$ cat src/rtl/sat_mac8.sv
module sat_mac8 #(
  parameter int XLEN = 32,
  parameter int OPW  = 8
) (
  input  logic            clk,
  input  logic            rst,
  input  logic            in_valid,
  input  logic [1:0]      in_op,
  input  logic [XLEN-1:0] in_rs1,
  input  logic [XLEN-1:0] in_rs2,
  input  logic [XLEN-1:0] in_acc,
  output logic            out_valid,
  output logic [XLEN-1:0] out_result,
  output logic            out_ovf
);
  localparam int PW = 2 * OPW;
  localparam int SW = XLEN + 2;
  localparam logic [1:0] OP_MACS = 2'b00;
  localparam logic [1:0] OP_MACW = 2'b01;
  localparam logic [1:0] OP_MUL  = 2'b10;
  localparam logic [1:0] OP_CLIP = 2'b11;
  localparam logic signed [SW-1:0] LIM_HI = SW'((1 <<< (OPW - 1)) - 1);
  localparam logic signed [SW-1:0] LIM_LO = -SW'(1 <<< (OPW - 1));

  logic                   s1_v, s2_v;
  logic [1:0]             s1_op, s2_op;
  logic signed [OPW-1:0]  s1_a, s1_b;
  logic [XLEN-1:0]        s1_acc, s1_rs1, s2_acc, s2_rs1;
  logic signed [PW-1:0]   s2_prod;

  always_ff @(posedge clk) begin
    if (rst) begin
      s1_v <= 1'b0;
      s2_v <= 1'b0;
    end else begin
      s1_v <= in_valid;
      s2_v <= s1_v;
    end
  end

  always_ff @(posedge clk) begin
    s1_op   <= in_op;
    s1_a    <= in_rs1[OPW-1:0];
    s1_b    <= in_rs2[OPW-1:0];
    s1_acc  <= in_acc;
    s1_rs1  <= in_rs1;
    s2_op   <= s1_op;
    s2_prod <= s1_a * s1_b;
    s2_acc  <= s1_acc;
    s2_rs1  <= s1_rs1;
  end

  wire [XLEN-1:0]        prod_x = {{(XLEN-PW){s2_prod[PW-1]}}, s2_prod};
  wire signed [SW-1:0]   sum_x  = $signed({{2{s2_acc[XLEN-1]}}, s2_acc})
                                + $signed({{2{prod_x[XLEN-1]}}, prod_x});
  wire signed [SW-1:0]   rs1_x  = $signed({{2{s2_rs1[XLEN-1]}}, s2_rs1});
  wire signed [SW-1:0]   sat_in = (s2_op == OP_CLIP) ? rs1_x : sum_x;
  wire                   too_hi = sat_in > LIM_HI;
  wire                   too_lo = sat_in < LIM_LO;
  wire signed [SW-1:0]   sat_v  = too_hi ? LIM_HI : (too_lo ? LIM_LO : sat_in);
  wire [XLEN-1:0]        wrap_v = s2_acc + prod_x;

  logic [XLEN-1:0] res_n;
  always_comb begin
    case (s2_op)
      OP_MACW: res_n = wrap_v;
      OP_MUL:  res_n = prod_x;
      default: res_n = sat_v[XLEN-1:0];
    endcase
  end

  wire ovf_n = s2_v && (s2_op == OP_MACS || s2_op == OP_CLIP) && (too_hi || too_lo);

  always_ff @(posedge clk) begin
    if (rst) begin
      out_valid <= 1'b0;
      out_ovf   <= 1'b0;
    end else begin
      out_valid <= s2_v;
      out_ovf   <= ovf_n;
    end
    out_result <= res_n;
  end
endmodule

$ cat config.mk
export PLATFORM = sky130hd
export DESIGN_NAME = sat_mac8
export DESIGN_NICKNAME = d
export VERILOG_FILES = /design/src/rtl/sat_mac8.sv
export SDC_FILE = /design/constraint.sdc
export NUM_CORES = 1
export LEC_CHECK = 0
export BUFFER_PORTS_ARGS = -buffer_cell sky130_fd_sc_hd__buf_2
export CORE_AREA = 2 2 143 145
export DETAILED_ROUTE_END_ITERATION = 7
export DIE_AREA = 0 0 145 147
export PLACE_DENSITY = 0.81
export SLEW_MARGIN = 40
export SYNTH_ARGS = -nofsm -noshare
export SYNTH_HDL_FRONTEND = slang
export SYNTH_SLANG_ARGS = --single-unit
$ cat constraint.sdc
create_clock -name clk -period 5.2 [get_ports clk]
set_input_delay 0 -clock clk [delete_from_list [all_inputs] [get_ports clk]]
set_output_delay 0 -clock clk [all_outputs]
set_load 0.03 [all_outputs]
* Yosys cells after proc, flatten, opt, wreduce, memory -nomap -nowiden
Cells that the tools add are included.
** Word-level totals
- Output and inout bits :: 34
- Flip-flop bits (word level) :: 200
** Operators by class
- Multiplexer cells :: 4
- $lt $le $gt $ge :: 2
- Multipliers :: 1
- Reduce and logical (&&, ||, !) cells :: 5
- Add/subtract/negate cells :: 2
- Equality and inequality tests :: 3
** Operators with widths (number)
- 2-to-1 mux 32 bit :: 2
- case mux 32 bit (2 select lines) :: 1
- > comparator 34 x 8 -> 1 bit (second input constant) :: 1
- less-than comparator 34 x 8 -> 1 bit (second input constant) :: 1
- 2-to-1 mux 34 bit :: 1
- adder 32 x 16 -> 33 bit :: 1
- adder 32 bit :: 1
- multiplier 8 x 8 -> 16 bit :: 1
- == test 2 bit (second input constant) :: 2
- == test 2 x 1 -> 1 bit (second input constant) :: 1
- logical AND 1 bit :: 2
- zero test 2 bit :: 1
- logical OR 1 bit :: 2

* Depth between registers and ports, before layout
Gate-level depths: netlist of the first run.
- Depth after elaboration :: 6
- Depth in mapped cells :: 20
- Gate-level depth less buffers :: 20

* Worst setup path after synthesis of the first run
OpenSTA, ideal clock, no wires.
- Kind :: register to register
- From :: register s1_b[7]
- To :: register s2_prod[15]
- Period minus slack after synthesis :: 4.325 ns
- Arrival :: 4.204 ns
- Slack :: 0.875 ns
- Stages on the path, launching flop included :: 17
- Buffers on the path :: 0
- Path through :: dfxtp_1 -> nand2b_1 -> fa_1 -> fa_1 -> inv_1 -> fa_1 -> fa_1 -> ha_1 -> inv_1 -> o21ai_0 -> a21oi_1 -> o21ai_0 -> a21oi_1 -> nor2b_1 -> o21a_1 -> o41a_1 -> xnor2_1
** On the way
- Cells in the longest elaborated chain, start to end :: 1
** RTL lines
- from (decl) :: line 27 : logic signed [OPW-1:0] s1_a, s1_b;
- from (signal assigned) :: line 44 : s1_b <= in_rs2[OPW-1:0];
- multiplier 8 x 8 -> 16 bit :: line 48 : s2_prod <= s1_a * s1_b;
- to (signal assigned) :: line 48
- to (decl) :: line 29 : logic signed [PW-1:0] s2_prod;
Every way passes these cells.
A chain may end at the register's enable or synchronous reset.

* Final worst setup path of the first run
Ends and elaborated chain as after synthesis.

==> results of run 1 <==
[timing repair]
item | in CTS | in global routing
hold endpoints to repair | 78 | 0
setup buffers | 0 | 0
hold buffers | 76 | 0
[where the power goes]
part	switching [mW]	internal, mW
clock	0.645	0.647
sequential	0.134	1.71
combinational	2.22	1.37
[final cells by class]
cell class	count	area, um^2
clock buffer	17	425
fill	1603	8020
tap	270	338
sequential	192	3840
clock inverter	15	170
multi-input combinational	663	5390
inverter	83	312
timing repair buffer	190	1340
[per-stage QoR]
step / setup slack [ns] / util, % / total power, mW / instance area, um^2 / instances
floorplan: 0.875 / - / 4.52 / 9700 / 972
global placement: 0.601 / 52.7 / 5.28 / 10500 / 1322
detailed placement: 0.520 / 52.7 / 5.33 / 10500 / 1322
CTS: 0.415 / 59.6 / 6.68 / 11800 / 1430
global route: 0.113 / 59.6 / 7.15 / 11800 / 1430
finish: 0.433 / 59.6 / 6.73 / 11800 / 1430
[cell families after synthesis]
| group | synth area share (%) |
|---|---|
| simple gates | 15.1 |
| mux | 0.645 |
| buf+inv | 4.86 |
| fa+ha+maj | 19.8 |
| xor+xnor | 3.34 |
| flops | 39.6 |
| compound gates | 16.6 |
[routing by layer]
metal / vias to the layer above / share of wire, %
met1: 3607 / 46
li1: 3737 / -
met4: 0 / 1.9
met3: 45 / 7.0
met2: 261 / 45
met5: - / 0
[cell usage in the layout (no fill, tap or decap), drive strengths merged, types with 14 or more instances in the layout]
| master | Yosys | routed |
|---|---|---|
| xnor2 | 28 | 28 |
| ha | 64 | 64 |
| fa | 56 | 56 |
| a21o | 14 | 14 |
| and2 | 52 | 52 |
| dlygate4sd3 | 0 | 76 |
| nor3 | 18 | 18 |
| nand3 | 16 | 16 |
| inv | 82 | 89 |
| a21oi | 64 | 64 |
| clkbuf | 17 | 17 |
| buf | 17 | 114 |
| nand2 | 75 | 75 |
| o21ai | 48 | 48 |
| nor2 | 43 | 43 |
| dfxtp | 192 | 192 |
[cell usage after synthesis (all sizes together), types with 5 or more instances]
cell type,number
nand3,16
o31ai,6
inv,82
or4,6
ha,64
nand2,75
o21ai,48
nand4,12
a31oi,10
nor2b,7
nand2b,6
nor2,43
o211ai,12
a21boi,8
nor4,7
a221oi,11
dfxtp,192
or2,5
xor2,9
buf,17
a311oi,7
nor3,18
a21oi,64
clkbuf,17
or3,6
fa,56
and2,52
o21a,5
and4,6
a21o,14
xnor2,28
[critical path: cells and delay by family, from the launching register on]
family                     cells  cell delay, ns
and+or+nand+nor                2            0.21
DFF                            1            0.53
buffers and inverters          2            0.13
adders and majority gates      5            2.40
xor gates and xnor gates       1            0.14
AOI/OAI and AO/OA              6            1.23
[flip-flops by register name, indices dropped and copies added (netlist names)]
| name | count |
|---|---|
| out_valid | 1 |
| out_ovf | 1 |
| s2_op | 2 |
| s2_acc | 32 |
| s2_rs1 | 32 |
| s1_v | 1 |
| s1_acc | 32 |
| s2_v | 1 |
| out_result | 32 |
| s1_b | 8 |
| s1_rs1 | 32 |
| s2_prod | 16 |
| s1_op | 2 |
[worst paths after layout]
check                                         from             endpoint  slack, ns  depth (start not counted)
worst min-delay path                     in_rs2[1]      s1_b[1]$_DFF_P_       0.18                          2
worst max-delay path               s1_b[7]$_DFF_P_  s2_prod[15]$_DFF_P_       0.43                         16
worst max register to register     s1_b[7]$_DFF_P_  s2_prod[15]$_DFF_P_       0.43                         16
worst min register to register  s1_rs1[29]$_DFF_P_   s2_rs1[29]$_DFF_P_       0.33                          0
==> flow_summary.toml, run 1 <==
[outcome]
outcome = "finished clean"

[yosys]
synth_nets = 1193
synth-edff-count = 0
synthFlopType = "dfxtp_1"
syn_inst = 972
yosysTopAreaCell = "dfxtp_1"
async_reset_ff_share_pct = 0
netlist_area_um2 = 9700
yosysWarnings = 0
avgSynthCellArea_um2 = 9.98
yosysTopAreaCellShare_pct = 39.6
ys_ff_latch = 192
synth.top_cells.by_area = "dfxtp_1 (40%), fa_1 (12%), ha_1 (8.3%)"
ys_types = 88
yosysSeqAreaShare_pct = 39.6

[clock_network]
cts_root_buf = "clkbuf_16"
cts_resized = 0
tritoncts = "done"
clk_pin_slew_ns = 0.08
clock-sinks = 192
clkLatencyLatePin_ns = 0.45
ctsLongestPathBuffers = 2
cts_inserted_buffers = 17
htreeDepth = 4

[grt]
grt_start_max_net_pins = 41
gr-max-usage-layer = "met2"
met3_usage_pct = 5.84
antenna_found_initial = 0
grt_pass1_vias = 7697
grt_first_pass_wirelength_mm = 38.0
grt_overflow = 0
met2_usage_pct = 36.4
track_usage_pct = 22.5
grt_util_met1_pct = 29.9

[worst_setup_path]
start_kind = "flop"
crit_type = "reg2reg"
worst_path_max_delay_cell = "fa_1"
cp_data_arrival_time_ns = 5.09
path_common_cell = "fa_1"
crit_fanout = 7
required_ns = 5.52
worst_path_largest_cell_delay_ns = 0.56
path_cells = "nand2b_1 -> fa_1 -> fa_1 -> inv_1 -> fa_1 -> fa_1 -> ha_1 -> inv_1 -> o21ai_0 -> a21oi_1 -> o21ai_0 -> a21oi_1 -> nor2b_1 -> o21a_1 -> o41a_1 -> xnor2_1"
crit_path_end_kind = "flop"

[timing]
finClkSkew_ns = 0.0128
worst_slew_pin_slew_ns = 0.738
rsz0062_at_grt = "false"
fmax_mhz = 210
whs_ns = 0.179
setup_tns_ns = 0
hold_violations = 0
period_share_pct = 91.7
min_period_ns = 4.77
slew_violations = 0
finalSetupViolCount = 0
slew_headroom_pct = 50.4

[detailed_routing]
drtIter0Drc = 582
vias = 7650
post-route-drc-count = 0
ant_nets = 0
routedWlPerCell_um = 16.5
first_pass_iters = 5
routed_wl_mm = 23.6
avgViaCountPerCell = 5.35

[die]
start_util_pct = 48.9
pin_count = 135
die_w_um = 145
die_y_um = 147
die_area_um2 = 21300
core_um2 = 19800
num_rows = 52

[finish]
fin_nets = 1368
syn_to_final_growth_pct = 21.8
layout-drive-gt1-share_pct = 16.0
antennaDiodeCount = 0

[power]
vdd_drop_max_v = 0.000356
leakagePower_nw = 5.21
cellPowerDensity_nw_per_um2 = 569

[run]
maxCapViolations = 0

[place]
place_congestion = 0.993
dpl.hpwl_mm = 17.1
io_buffers = 110

[hold_path]
hp-class = "in2reg"
(Power assumes the default switching activity.)
==> run 2, diff against run 1 <==
--- a/config.mk
+++ b/config.mk
@@ -6,10 +6,10 @@
 export NUM_CORES = 1
 export LEC_CHECK = 0
 export BUFFER_PORTS_ARGS = -buffer_cell sky130_fd_sc_hd__buf_2
-export CORE_AREA = 2 2 143 145
+export CORE_AREA = 2 2 209 211
 export DETAILED_ROUTE_END_ITERATION = 7
-export DIE_AREA = 0 0 145 147
-export PLACE_DENSITY = 0.81
+export DIE_AREA = 0 0 211 213
+export PLACE_DENSITY = 0.43
 export SLEW_MARGIN = 40
 export SYNTH_ARGS = -nofsm -noshare
 export SYNTH_HDL_FRONTEND = slang
==> flow_summary.toml, run 2 (synthesis gave the netlist of run 1 again) <==
[outcome]
outcome = "finished clean"

[finish]
antennaDiodeCount = 0
finalNonFillerCells = 1707
fin_area_um2 = 12200
syn_to_final_growth_pct = 25.4
final.fill_count = 4518
fin_nets = 1369
layout_common_cells = "dfxtp_1 (191), buf_2 (110), inv_1 (82), dlygate4sd3_1 (76), nand2_1 (74)"
layout-drive-gt1-share_pct = 16.3
final_common_cell = "dfxtp_1"

[worst_setup_path]
start_kind = "flop"
crit_type = "reg2reg"
crit_fanout = 9
required_ns = 5.55
worst_path_max_delay_cell = "fa_1"
path_buf_inv = 2
worst_path_largest_cell_delay_ns = 0.55
crit_path_end_kind = "flop"
path_cells = "and2_1 -> fa_1 -> inv_1 -> fa_1 -> fa_1 -> fa_1 -> inv_1 -> ha_1 -> a21oi_1 -> o21ai_0 -> a21oi_1 -> o21ai_0 -> a21oi_1 -> nor2b_1 -> o21a_1 -> o41a_1 -> xnor2_1"
path_common_cell = "fa_1"
path_delay_family = "adder cells"
cp_data_arrival_time_ns = 5.06

[place]
dp_cells = 1599
postPlaceCellArea_um2 = 10800
dpl.hpwl_mm = 21.7
place_congestion = 0.809
io_buffers = 110

[die]
pin_count = 135
die_area_um2 = 44900
num_rows = 76
start_util_pct = 22.7
die_y_um = 213
core_um2 = 42700
die_w_um = 211

[timing]
setup_tns_ns = 0
slew_violations = 0
finClkSkew_ns = 0.0130
period_share_pct = 90.5
finalSetupViolCount = 0
slew_headroom_pct = 53.6
rsz0062_at_grt = "false"
fmax_mhz = 213
worst_slew_pin_slew_ns = 0.689
hold_violations = 0
min_period_ns = 4.71

[detailed_routing]
vias = 7547
first_pass_iters = 4
routed_wl_mm = 27.9
routedWlPerCell_um = 16.3
avgViaCountPerCell = 4.42
drtIter0Drc = 321
post-route-drc-count = 0
ant_nets = 0

[clock_network]
cts_root_buf = "clkbuf_16"
ctsLongestPathBuffers = 2
cts_inserted_buffers = 17
tritoncts = "done"
clkLatencyLatePin_ns = 0.47
clk_pin_slew_ns = 0.07
clock-sinks = 192
htreeDepth = 4
post-cts-setup-buffers = 0

[power]
vdd_drop_max_v = 0.000261
cellPowerDensity_nw_per_um2 = 558
leakagePower_nw = 5.20

[run]
maxCapViolations = 0

[grt]
grt_overflow = 0
antenna_found_initial = 0
grt_start_max_net_pins = 30
grt_pass1_vias = 7742
track_usage_pct = 12.9
grt_first_pass_wirelength_mm = 43.3

[hold_path]
hp-class = "in2reg"
## run 2: cell types whose count changed in the layout (fill, tap and decap cells not counted), sizes merged
| cell | previous run | this run |
|---|---|---|
| inv | 89 | 87 |
| buf | 114 | 115 |
| clkinv | 8 | 3 |
| clkbuf | 17 | 20 |
| bufinv | 0 | 1 |
| clkinvlp | 1 | 4 |
## run 2: repair_timing
item / 4_1_cts / 5_1_grt
hold endpoints to repair: 78 / 0
gates resized for setup: 0 / 0
hold buffers: 76 / 0
## run 2: layer usage
metal	up-vias	track usage (%)	share of wire (%)
met1	3619	15.8	45
li1	3736	-	-
met4	0	5.39	2.3
met2	156	21.9	49
met5	-	0	0
met3	36	3.00	3.9
## run 2: path summary, 6_finish.rpt
check                           from                   to  cells after the start  slack, ns
setup / recovery   s1_rs1[1]$_DFF_P_  s2_prod[15]$_DFF_P_                     17       0.49
hold / removal            in_rs1[14]   s1_rs1[14]$_DFF_P_                      2       0.15
setup reg to reg   s1_rs1[1]$_DFF_P_  s2_prod[15]$_DFF_P_                     17       0.49
hold reg to reg   s1_rs1[11]$_DFF_P_   s2_rs1[11]$_DFF_P_                      0       0.32
## run 2: power by group
| part | total (mW) | switching [mW] | internal [mW] |
|---|---|---|---|
| registers | 1.85 | 0.136 | 1.71 |
| logic | 3.66 | 2.29 | 1.37 |
| clock network | 1.29 | 0.594 | 0.693 |
| total | 6.79 | 3.02 | 3.78 |
## run 2: layout make-up
| type | count | area [um^2] | area share [%] |
|---|---|---|---|
| Clock buffer | 20 | 457 | 3.75 |
| Clock inverter | 12 | 123 | 1.01 |
| Inverter | 83 | 312 | 2.56 |
| Multi-Input combinational cell | 663 | 5400 | 44.4 |
| Sequential cell | 192 | 3840 | 31.6 |
| Tap cell | 546 | 683 | 5.62 |
| Timing Repair Buffer | 191 | 1350 | 11.1 |
## run 2: per-stage QoR
step	hold WS [ns]	util [%]	power, mW	setup slack (ns)
after floorplan	0.0277	-	4.52	0.875
after global placement	0.103	25.3	5.49	0.503
after detailed placement	0.104	25.3	5.49	0.462
after CTS	0.109	28.5	6.87	0.443
after global routing	0.123	28.5	7.33	0.185
final	0.152	28.5	6.79	0.494
